$ cat src/rtl/lsm_pkg.sv
package lsm_pkg;

    // datapath and register file geometry
    localparam int XLEN     = 32;
    localparam int RF_AW    = 5;
    localparam int CNT_W    = 3;
    localparam int SUB_W    = 3;
    localparam int OFF_W    = 9;

    // instruction field positions
    localparam int RT_LSB   = 21;
    localparam int CNT_LSB  = 12;
    localparam int DIR_BIT  = 11;
    localparam int SUB_LSB  = 8;
    localparam int OFFS_BIT = 15;
    localparam int OFFL_W   = 8;

    typedef enum logic [0:0] {
        ST_IDLE = 1'b0,
        ST_RUN  = 1'b1
    } seq_state_e;

    typedef struct packed {
        seq_state_e          st;
        logic [CNT_W-1:0]    step;
        logic [CNT_W-1:0]    last;
        logic                store;
        logic                unal_ok;
        logic [RF_AW-1:0]    rt;
        logic [XLEN-1:0]     addr0;
        logic                done;
        logic                fault;
    } seq_ctl_t;

    localparam seq_ctl_t SEQ_CTL_RESET = '{
        st:      ST_IDLE,
        step:    '0,
        last:    '0,
        store:   1'b0,
        unal_ok: 1'b0,
        rt:      '0,
        addr0:   '0,
        done:    1'b0,
        fault:   1'b0
    };

endpackage

$ cat src/rtl/lsm_decode.sv
module lsm_decode
    import lsm_pkg::*;
#(
    parameter logic [SUB_W-1:0] UNAL_SUBOP = 3'b101
) (
    input  logic [XLEN-1:0]  instr,
    input  logic [XLEN-1:0]  base,
    output logic [RF_AW-1:0] rt,
    output logic             is_store,
    output logic             unal_ok,
    output logic [CNT_W-1:0] last_step,
    output logic [XLEN-1:0]  first_addr
);

    localparam int SEXT_W = XLEN - OFF_W;

    logic [OFF_W-1:0] off9;
    logic [XLEN-1:0]  off_ext;
    logic [CNT_W-1:0] cnt_code;
    logic             unused_fields;

    assign unused_fields = ^{instr[XLEN-1:RT_LSB+RF_AW], instr[RT_LSB-1:OFFS_BIT+1]};

    assign rt        = instr[RT_LSB +: RF_AW];
    assign is_store  = instr[DIR_BIT];
    assign unal_ok   = (instr[SUB_LSB +: SUB_W] == UNAL_SUBOP);
    assign cnt_code  = instr[CNT_LSB +: CNT_W];

    // code 0 means the full 2**CNT_W transfers: the last index wraps to all ones
    assign last_step = cnt_code - CNT_W'(1);

    assign off9      = {instr[OFFS_BIT], instr[OFFL_W-1:0]};
    assign off_ext   = {{SEXT_W{off9[OFF_W-1]}}, off9};
    assign first_addr = base + off_ext;

endmodule

$ cat src/rtl/lsm_step_gen.sv
module lsm_step_gen
    import lsm_pkg::*;
(
    input  logic [RF_AW-1:0] rt,
    input  logic             is_store,
    input  logic [CNT_W-1:0] step,
    input  logic [XLEN-1:0]  addr0,
    output logic [XLEN-1:0]  addr,
    output logic [RF_AW-1:0] reg_idx
);

    logic [RF_AW-1:0] sum;
    logic [RF_AW-1:0] half_keep;

    assign addr      = addr0 + XLEN'({step, 2'b00});
    assign sum       = rt + RF_AW'(step);
    assign half_keep = {rt[RF_AW-1], {(RF_AW-1){1'b0}}};

    always_comb begin
        if (is_store && (rt == '0)) begin
            reg_idx = '0;
        end else begin
            reg_idx = sum | half_keep;
        end
    end

endmodule

$ cat src/rtl/lsm_seq.sv
module lsm_seq
    import lsm_pkg::*;
#(
    parameter logic [SUB_W-1:0] UNAL_SUBOP = 3'b101
) (
    input  logic              clk,
    input  logic              rst_n,
    input  logic              start,
    input  logic [31:0]       instr,
    input  logic [31:0]       base,
    output logic              busy,
    output logic              done,
    output logic              align_fault,
    output logic              mem_req,
    output logic              mem_we,
    output logic [31:0]       mem_addr,
    output logic [31:0]       mem_wdata,
    input  logic              mem_ready,
    input  logic [31:0]       mem_rdata,
    output logic [4:0]        rf_raddr,
    input  logic [31:0]       rf_rdata,
    output logic              rf_we,
    output logic [4:0]        rf_waddr,
    output logic [31:0]       rf_wdata
);

    seq_ctl_t c_d, c_q;

    logic [RF_AW-1:0] dec_rt;
    logic             dec_store;
    logic             dec_unal;
    logic [CNT_W-1:0] dec_last;
    logic [XLEN-1:0]  dec_addr0;

    logic [XLEN-1:0]  step_addr;
    logic [RF_AW-1:0] step_idx;
    logic             misaligned;
    logic             req_d;
    logic             rf_we_d;

    lsm_decode #(
        .UNAL_SUBOP (UNAL_SUBOP)
    ) i_decode (
        .instr      (instr),
        .base       (base),
        .rt         (dec_rt),
        .is_store   (dec_store),
        .unal_ok    (dec_unal),
        .last_step  (dec_last),
        .first_addr (dec_addr0)
    );

    lsm_step_gen i_step_gen (
        .rt       (c_q.rt),
        .is_store (c_q.store),
        .step     (c_q.step),
        .addr0    (c_q.addr0),
        .addr     (step_addr),
        .reg_idx  (step_idx)
    );

    assign misaligned = !c_q.unal_ok && (step_addr[1:0] != 2'b00);

    always_comb begin
        c_d       = c_q;
        c_d.done  = 1'b0;
        c_d.fault = 1'b0;
        req_d     = 1'b0;
        rf_we_d   = 1'b0;
        unique case (c_q.st)
            ST_IDLE: begin
                if (start) begin
                    c_d.st      = ST_RUN;
                    c_d.step    = '0;
                    c_d.last    = dec_last;
                    c_d.store   = dec_store;
                    c_d.unal_ok = dec_unal;
                    c_d.rt      = dec_rt;
                    c_d.addr0   = dec_addr0;
                end
            end
            ST_RUN: begin
                if (misaligned) begin
                    c_d.fault = 1'b1;
                    c_d.st    = ST_IDLE;
                end else begin
                    req_d = 1'b1;
                    if (mem_ready) begin
                        rf_we_d = !c_q.store && (step_idx != '0);
                        if (c_q.step == c_q.last) begin
                            c_d.done = 1'b1;
                            c_d.st   = ST_IDLE;
                        end else begin
                            c_d.step = c_q.step + CNT_W'(1);
                        end
                    end
                end
            end
            default: c_d = SEQ_CTL_RESET;
        endcase
    end

    always_ff @(posedge clk or negedge rst_n) begin
        if (!rst_n) begin
            c_q <= SEQ_CTL_RESET;
        end else begin
            c_q <= c_d;
        end
    end

    assign busy        = (c_q.st == ST_RUN);
    assign done        = c_q.done;
    assign align_fault = c_q.fault;
    assign mem_req     = req_d;
    assign mem_we      = req_d && c_q.store;
    assign mem_addr    = step_addr;
    assign mem_wdata   = rf_rdata;
    assign rf_raddr    = step_idx;
    assign rf_we       = rf_we_d;
    assign rf_waddr    = step_idx;
    assign rf_wdata    = mem_rdata;

    // an unaccepted request stays in place
    a_r9_hold_request: assert property (@(posedge clk) disable iff (!rst_n)
        (mem_req && !mem_ready) |=> (mem_req && $stable(mem_addr) && $stable(mem_we)));

    // consecutive steps are one word apart
    a_r2_word_stride: assert property (@(posedge clk) disable iff (!rst_n)
        (mem_req && mem_ready && (c_q.step != c_q.last)) |=>
            (mem_req && (mem_addr == $past(mem_addr) + 32'd4)));

    // a sequence started in the upper half stays there
    a_r3_upper_half: assert property (@(posedge clk) disable iff (!rst_n)
        (busy && c_q.rt[RF_AW-1]) |-> rf_raddr[RF_AW-1]);

    // register 0 is never written
    a_r6_no_zero_write: assert property (@(posedge clk) disable iff (!rst_n)
        rf_we |-> (rf_waddr != 5'd0));

    // a store never writes the register file
    a_r4_store_no_rf_write: assert property (@(posedge clk) disable iff (!rst_n)
        mem_we |-> !rf_we);

    // store from rt 0 reads only register 0
    a_r5_zero_store: assert property (@(posedge clk) disable iff (!rst_n)
        (mem_we && (c_q.rt == 5'd0)) |-> (rf_raddr == 5'd0));

    // a fault ends the sequence without completion
    a_r7_fault_ends: assert property (@(posedge clk) disable iff (!rst_n)
        align_fault |-> (!done && !busy && !mem_req));

    // done lasts one cycle
    a_r10_done_pulse: assert property (@(posedge clk) disable iff (!rst_n)
        done |=> !done);

endmodule

$ cat config.mk
export PLATFORM = sky130hd
export DESIGN_NAME = lsm_seq
export DESIGN_NICKNAME = d
export VERILOG_FILES = /design/src/rtl/lsm_pkg.sv /design/src/rtl/lsm_decode.sv /design/src/rtl/lsm_step_gen.sv /design/src/rtl/lsm_seq.sv
export SDC_FILE = /design/constraint.sdc
export NUM_CORES = 1
export LEC_CHECK = 0
export CORE_AREA = 2 2 95 97
export CTS_CLUSTER_DIAMETER = 120
export DETAILED_ROUTE_END_ITERATION = 10
export DIE_AREA = 0 0 97 99
export DONT_BUFFER_PORTS = 1
export PLACE_DENSITY = 0.73
export SLEW_MARGIN = 20
export SYNTH_ARGS = -nofsm -noshare
export SYNTH_HDL_FRONTEND = slang
export SYNTH_SLANG_ARGS = --single-unit
$ cat constraint.sdc
create_clock -name clk -period 6 [get_ports clk]
set_clock_uncertainty 0.05 [all_clocks]
set_input_delay 0.3 -clock clk [delete_from_list [all_inputs] [get_ports clk]]
set_output_delay 0.3 -clock clk [all_outputs]
set_load 0.01 [all_outputs]
After elaboration in Yosys (flattened, before gate mapping)
Index checks and enable logic that the tools add are counted.
- register bits: 48
- input bits: 132
- add/subtract/negate cells: 5
- equal/unequal tests: 6
- muxes and demuxes: 18
- bitwise operators: 2
- reductions and logical operators: 11
- operator list (cell ; number):
    two-way mux 46 bit ; 1
    adder 32 bit ; 1
    adder 32 x 5 -> 32 bit ; 1
    two-way mux 1 bit ; 11
    inequality test 2 bit (second input constant) ; 4
    case mux 4 bit (2 select lines) ; 1
    two-way mux 3 bit ; 2
    adder 5 x 3 -> 5 bit ; 1
    zero test 5 bit ; 1
    two-way mux 5 bit ; 1
    OR 5 bit ; 1
    nonzero test 5 bit ; 1
    logical AND 1 bit ; 4
    two-way mux 4 bit ; 1
    AND reduction 4 bit ; 1
    adder 3 x 1 -> 3 bit (second input constant) ; 1
    equality test 3 bit ; 1
    equality test 3 bit (second input constant) ; 1
    subtractor 3 x 1 -> 3 bit (second input constant) ; 1
    zero test 1 bit ; 2
    two-way mux 2 bit ; 1
    AND reduction 2 bit ; 1
    nonzero test 2 bit ; 1
    inverter 1 bit ; 1

Longest topological paths before layout
- depth in word-level cells: 8
- gate-level depth with buffers: 9

By module
From an unflattened synthesis, not the netlist that was laid out.
- cell total of the unflattened synthesis: 562
- area total of the unflattened synthesis: 5097.4 um2
- modules (own cells, without submodules) (module ; instances ; cells each ; area an instance (um2) ; sequential area each (um2)):
    lsm_seq ; 1 ; 196 ; 2443.6 ; 1201.2
    lsm_decode ; 1 ; 258 ; 1868.0 ; 0.0
    lsm_step_gen ; 1 ; 108 ; 785.8 ; 0.0

Least setup slack after synthesis
No wires, ideal clock.
- path kind: register -> output
- start point: reg c_q[44] (netlist name)
- end point: out mem_addr[24]
- arrival: 2.003 ns
- data required time: 5.650 ns
- path slack: 3.647 ns
- cell stages (with the launch flop): 10
- path buffers: 0
- cells stage by stage: dfrtp_1 > ha_1 > inv_1 > fa_1 > inv_1 > a21o_1 > nor4b_4 > nand3_1 > nor2_1 > xor2_1
- word-level cells in the longest chain between the ends: 1
- RTL lines (what ; RTL line ; text):
    start: declaration ; lsm_seq.sv:27 ; seq_ctl_t c_d, c_q;
    start signal: assignment ; lsm_seq.sv:105 ; c_q <= SEQ_CTL_RESET;
    start signal: assignment ; lsm_seq.sv:107 ; c_q <= c_d;
    adder 32 x 5 -> 32 bit ; lsm_step_gen.sv:15 ; assign addr = addr0 + XLEN'({step, 2'b00});
    end: declaration ; lsm_seq.sv:16 ; output logic [31:0] mem_addr,
No other way between the ends.

Worst setup path after layout
Ends and elaborated chain as after synthesis.

==> reports/qor.csv <==
stage;metric;value;unit
global_route;overflow;0;
clock_tree;cts_resized;0;
placement;routabilityCongestion;0.898;
sta;setup_viol;0;
routing;ant_nets;0;
worst_setup_path;cpPeakStageDelay;0.47;ns
clock_tree;cts_sinks;48;
worst_setup_path;reg2reg_slack;3.97;ns
synth;synth_ff_type;dfrtp_1;
synth;ys_seq_elements;48;
synth;ys_types;59;
sta;final.setup.tns;0;ns
worst_setup_path;worst_setup_path_end_kind;output pin;
synth;synth_seq_area_share;24.4;%
status;status;finished, final reports clean;
cells_and_area;layout.cells.non_filler;646;
worst_setup_path;arrival;2.68;ns
cells_and_area;drive_gt1_share;5.39;%
synth;synthSimpleGateAreaFrac;21.3;%
clock_tree;cts.htree.levels;2;
global_route;grt_pass1_wl;18300;microns
pwr;ir_drop;0.000159;V
floorplan;dieArea;0.00960;sq mm
cells_and_area;nets;711;
global_route;antenna_found_initial;0;
synth;synth_mux_area_share;0.636;%
sta;maxSlewViolCount;0;
floorplan;fp.coreArea;0.00855;sq mm
min_path;holdPathStages;1;
global_route;grt_usage;23.1;%
min_path;hold_end;c_q[39];
min_path;min-delay-start;instr[9];
synth;synthArstFlopShare;100;%
routing;drc;0;
cells_and_area;diodes;0;
routing;drt_pass1_iterations;5;
floorplan;rows;34;
synth;synth.cell_area;0.00492;sq mm
placement;dpl.cell_count;636;
synth;avgSynthCellArea;7.98;sq um
cells_and_area;syn_to_final_growth;-5.85;%
clock_tree;postCtsSetupBuffers;0;
worst_setup_path;crit_type;flop to output pin;
clock_tree;clock_latency;0.30;ns
synth;synthAdderAreaFrac;11.1;%
routing;post_drt_wl_per_cell;17.3;microns
clock_tree;cts_hold_buf;2;
clock_tree;cts-root-buf;clkbuf_8;
worst_setup_path;cpMostUsedCell;inv_1;
pwr;power_density;369;mW/mm^2
routing;vias_per_cell;6.06;
synth;syn_inst;616;
clock_tree;cts_tree;done;
worst_setup_path;critPathMaxFanout;5;
sta;finalCritPeriodShare;50.4;%
synth;synth_edf_count;0;
worst_setup_path;r2r-start;c_q[3];
floorplan;initial_core_util;57.5;%
min_path;hold_class;primary input to flop;
global_route;grt_pass1_vias;3755;
routing;drt_iter0_drc;167;
sta;max_freq;0.330;GHz
flow_run;maxCapViolations;0;
synth;synth_top_family_by_area;simple AND/OR/NAND/NOR gates;
clock_tree;cts_buffer_depth;2;
sta;worst_slew_pin_slew;0.626;ns
synth;synth_nets;790;
sta;hold_ws;0.0419;ns
worst_setup_path;slowest_stage;dfrtp_1;
floorplan;die_h;99;microns
sta;relSlewSlack;58.3;%
worst_setup_path;timing.rr.end;c_q[46];
sta;rsz0062_at_grt;false;
worst_setup_path;required;5.65;ns
synth;yosysWarnings;0;
sta;fin_crit;3.03;ns
clock_tree;cts_buffers;5;
clock_tree;clk_pin_slew;0.08;ns
synth;synth_xor_area_share;10.5;%
global_route;grt_max_degree;72;
routing;wl;11200;microns
placement;port_buffers;0;
placement;hpwl;8960;microns
worst_setup_path;r2r.worst_path.cells;7;
routing;vias;3916;
synth;synth_compound_area_share;18.3;%
worst_setup_path;cp_cell_sequence;ha_1, inv_1, fa_1, inv_1, a21o_1, nor4b_4, nand3_1, nor2_1, xor2_1;
sta;hold_viol;0;
worst_setup_path;start_kind;flop;
floorplan;die-width;97;microns
floorplan;ios;244;
pwr;p_leak;2.08;nW
registers in the layout (all words and copies together), names as in the netlist:
signal,flops
c_q,45
done,1
align_fault,1
busy,1
cell type report:
type	count	area, sq um
multi-input cells	460	3050
fillers	817	3920
flip-flops and latches	48	1200
clock buffers	7	96.3
clock inverters	1	30.0
inverters	18	67.6
well taps	108	135
repair buffers	4	52.6
cells in the mapped netlist (4+ instances only):
cell,count,area [sq um]
nand2_1,88,330
buf_4,71,533
o21ai_0,49,245
dfrtp_1,48,1200
a21oi_1,43,215
ha_1,39,488
xnor2_1,34,298
nor2_1,32,120
xor2_1,25,219
nand3_1,19,95.1
inv_1,18,67.6
a21o_1,16,120
clkbuf_1,16,60.1
nand4_1,16,100
nor3_1,10,50.1
o211ai_1,8,60.1
and2_1,6,37.5
and3_1,6,37.5
nand2b_1,6,37.5
nor2b_1,6,37.5
o21a_1,5,37.5
a211oi_1,4,30.0
o21bai_1,4,30.0
worst max path at each step:
| stage | slack, ns | to | start | cells past startpoint |
|---|---|---|---|---|
| 4_1_cts | 2.94 | mem_addr[24] | c_q[44] | 9 |
| 5_1_grt | 2.77 | mem_addr[24] | c_q[44] | 9 |
| 3_3_place_gp | 3.37 | mem_addr[24] | c_q[44] | 9 |
| 2_1_floorplan | 3.65 | mem_addr[24] | c_q[44] | 9 |
| 6_report | 2.97 | mem_addr[24] | c_q[44] | 9 |
| 3_5_place_dp | 3.29 | mem_addr[24] | c_q[44] | 9 |
logic make-up (layout without fill, tap and decap cells):
| family | after synthesis | in the layout |
|---|---|---|
| xor+xnor | 59 | 59 |
| mux | 3 | 3 |
| buf+inv | 108 | 30 |
| compound gates | 148 | 148 |
| simple gates | 208 | 208 |
| fa+ha+maj | 42 | 42 |
| flops | 48 | 48 |
per-layer routing:
metal / GRT usage (%) / vias to the layer above / wire (microns) / part of all wire (%)
met5: 0 / - / 0 / 0
met4: 9.10 / 0 / 295 / 2.6
li1: - / 1912 / - / -
met2: 39.5 / 161 / 5520 / 49
met1: 28.5 / 1810 / 4580 / 41
met3: 5.25 / 33 / 768 / 6.9
stage by stage:
step | area, sq um | util (%) | power (mW) | setup WS (ns)
2_1_floorplan | 4920 | - | 1.35 | 3.65
3_5_place_dp | 4470 | 52.2 | 1.45 | 3.29
4_1_cts | 4630 | 54.1 | 1.72 | 2.94
3_3_place_gp | 4470 | 52.2 | 1.41 | 3.37
5_1_grt | 4630 | 54.1 | 1.85 | 2.77
6_report | 4630 | 54.1 | 1.71 | 2.97
layout by cell type, fill, tap and decap left out, types with 3 or more instances in the layout:
master	netlist	routed
o21a_1	5	5
xnor2_1	34	34
nor2b_1	6	5
o21ai_0	49	49
o21bai_1	4	4
and2_1	6	6
nor3_1	10	10
dfrtp_1	48	48
nor2_1	32	32
ha_1	39	39
o211ai_1	8	8
nand2_1	88	87
o21ai_1	3	3
clkbuf_8	0	7
nand2b_1	6	6
inv_1	18	18
nor4_1	3	3
fa_1	3	3
a21o_1	16	16
nand3_1	19	19
a21oi_1	43	43
and3_1	6	6
xor2_1	25	25
nand4_1	16	16
a211oi_1	4	4
report_power, final:
part           leakage, nW  switching, mW  internal [mW]  total, mW
combinational         1.43          0.510          0.295      0.804
clock               0.0645          0.107          0.147      0.254
sequential           0.592          0.177          0.472      0.649
total                 2.08          0.794          0.913       1.71
critical path: cells and delay by family (launching register included):
family / cells / cell delay, ns
AND/OR/NAND/NOR: 3 / 0.67
adder cells (fa/ha/maj): 2 / 0.61
flip-flops: 1 / 0.47
XOR/XNOR: 1 / 0.34
AO/OA/AOI/OAI: 1 / 0.17
buffers and inverters: 2 / 0.13
Note: power is estimated with default switching activity, not from simulation.
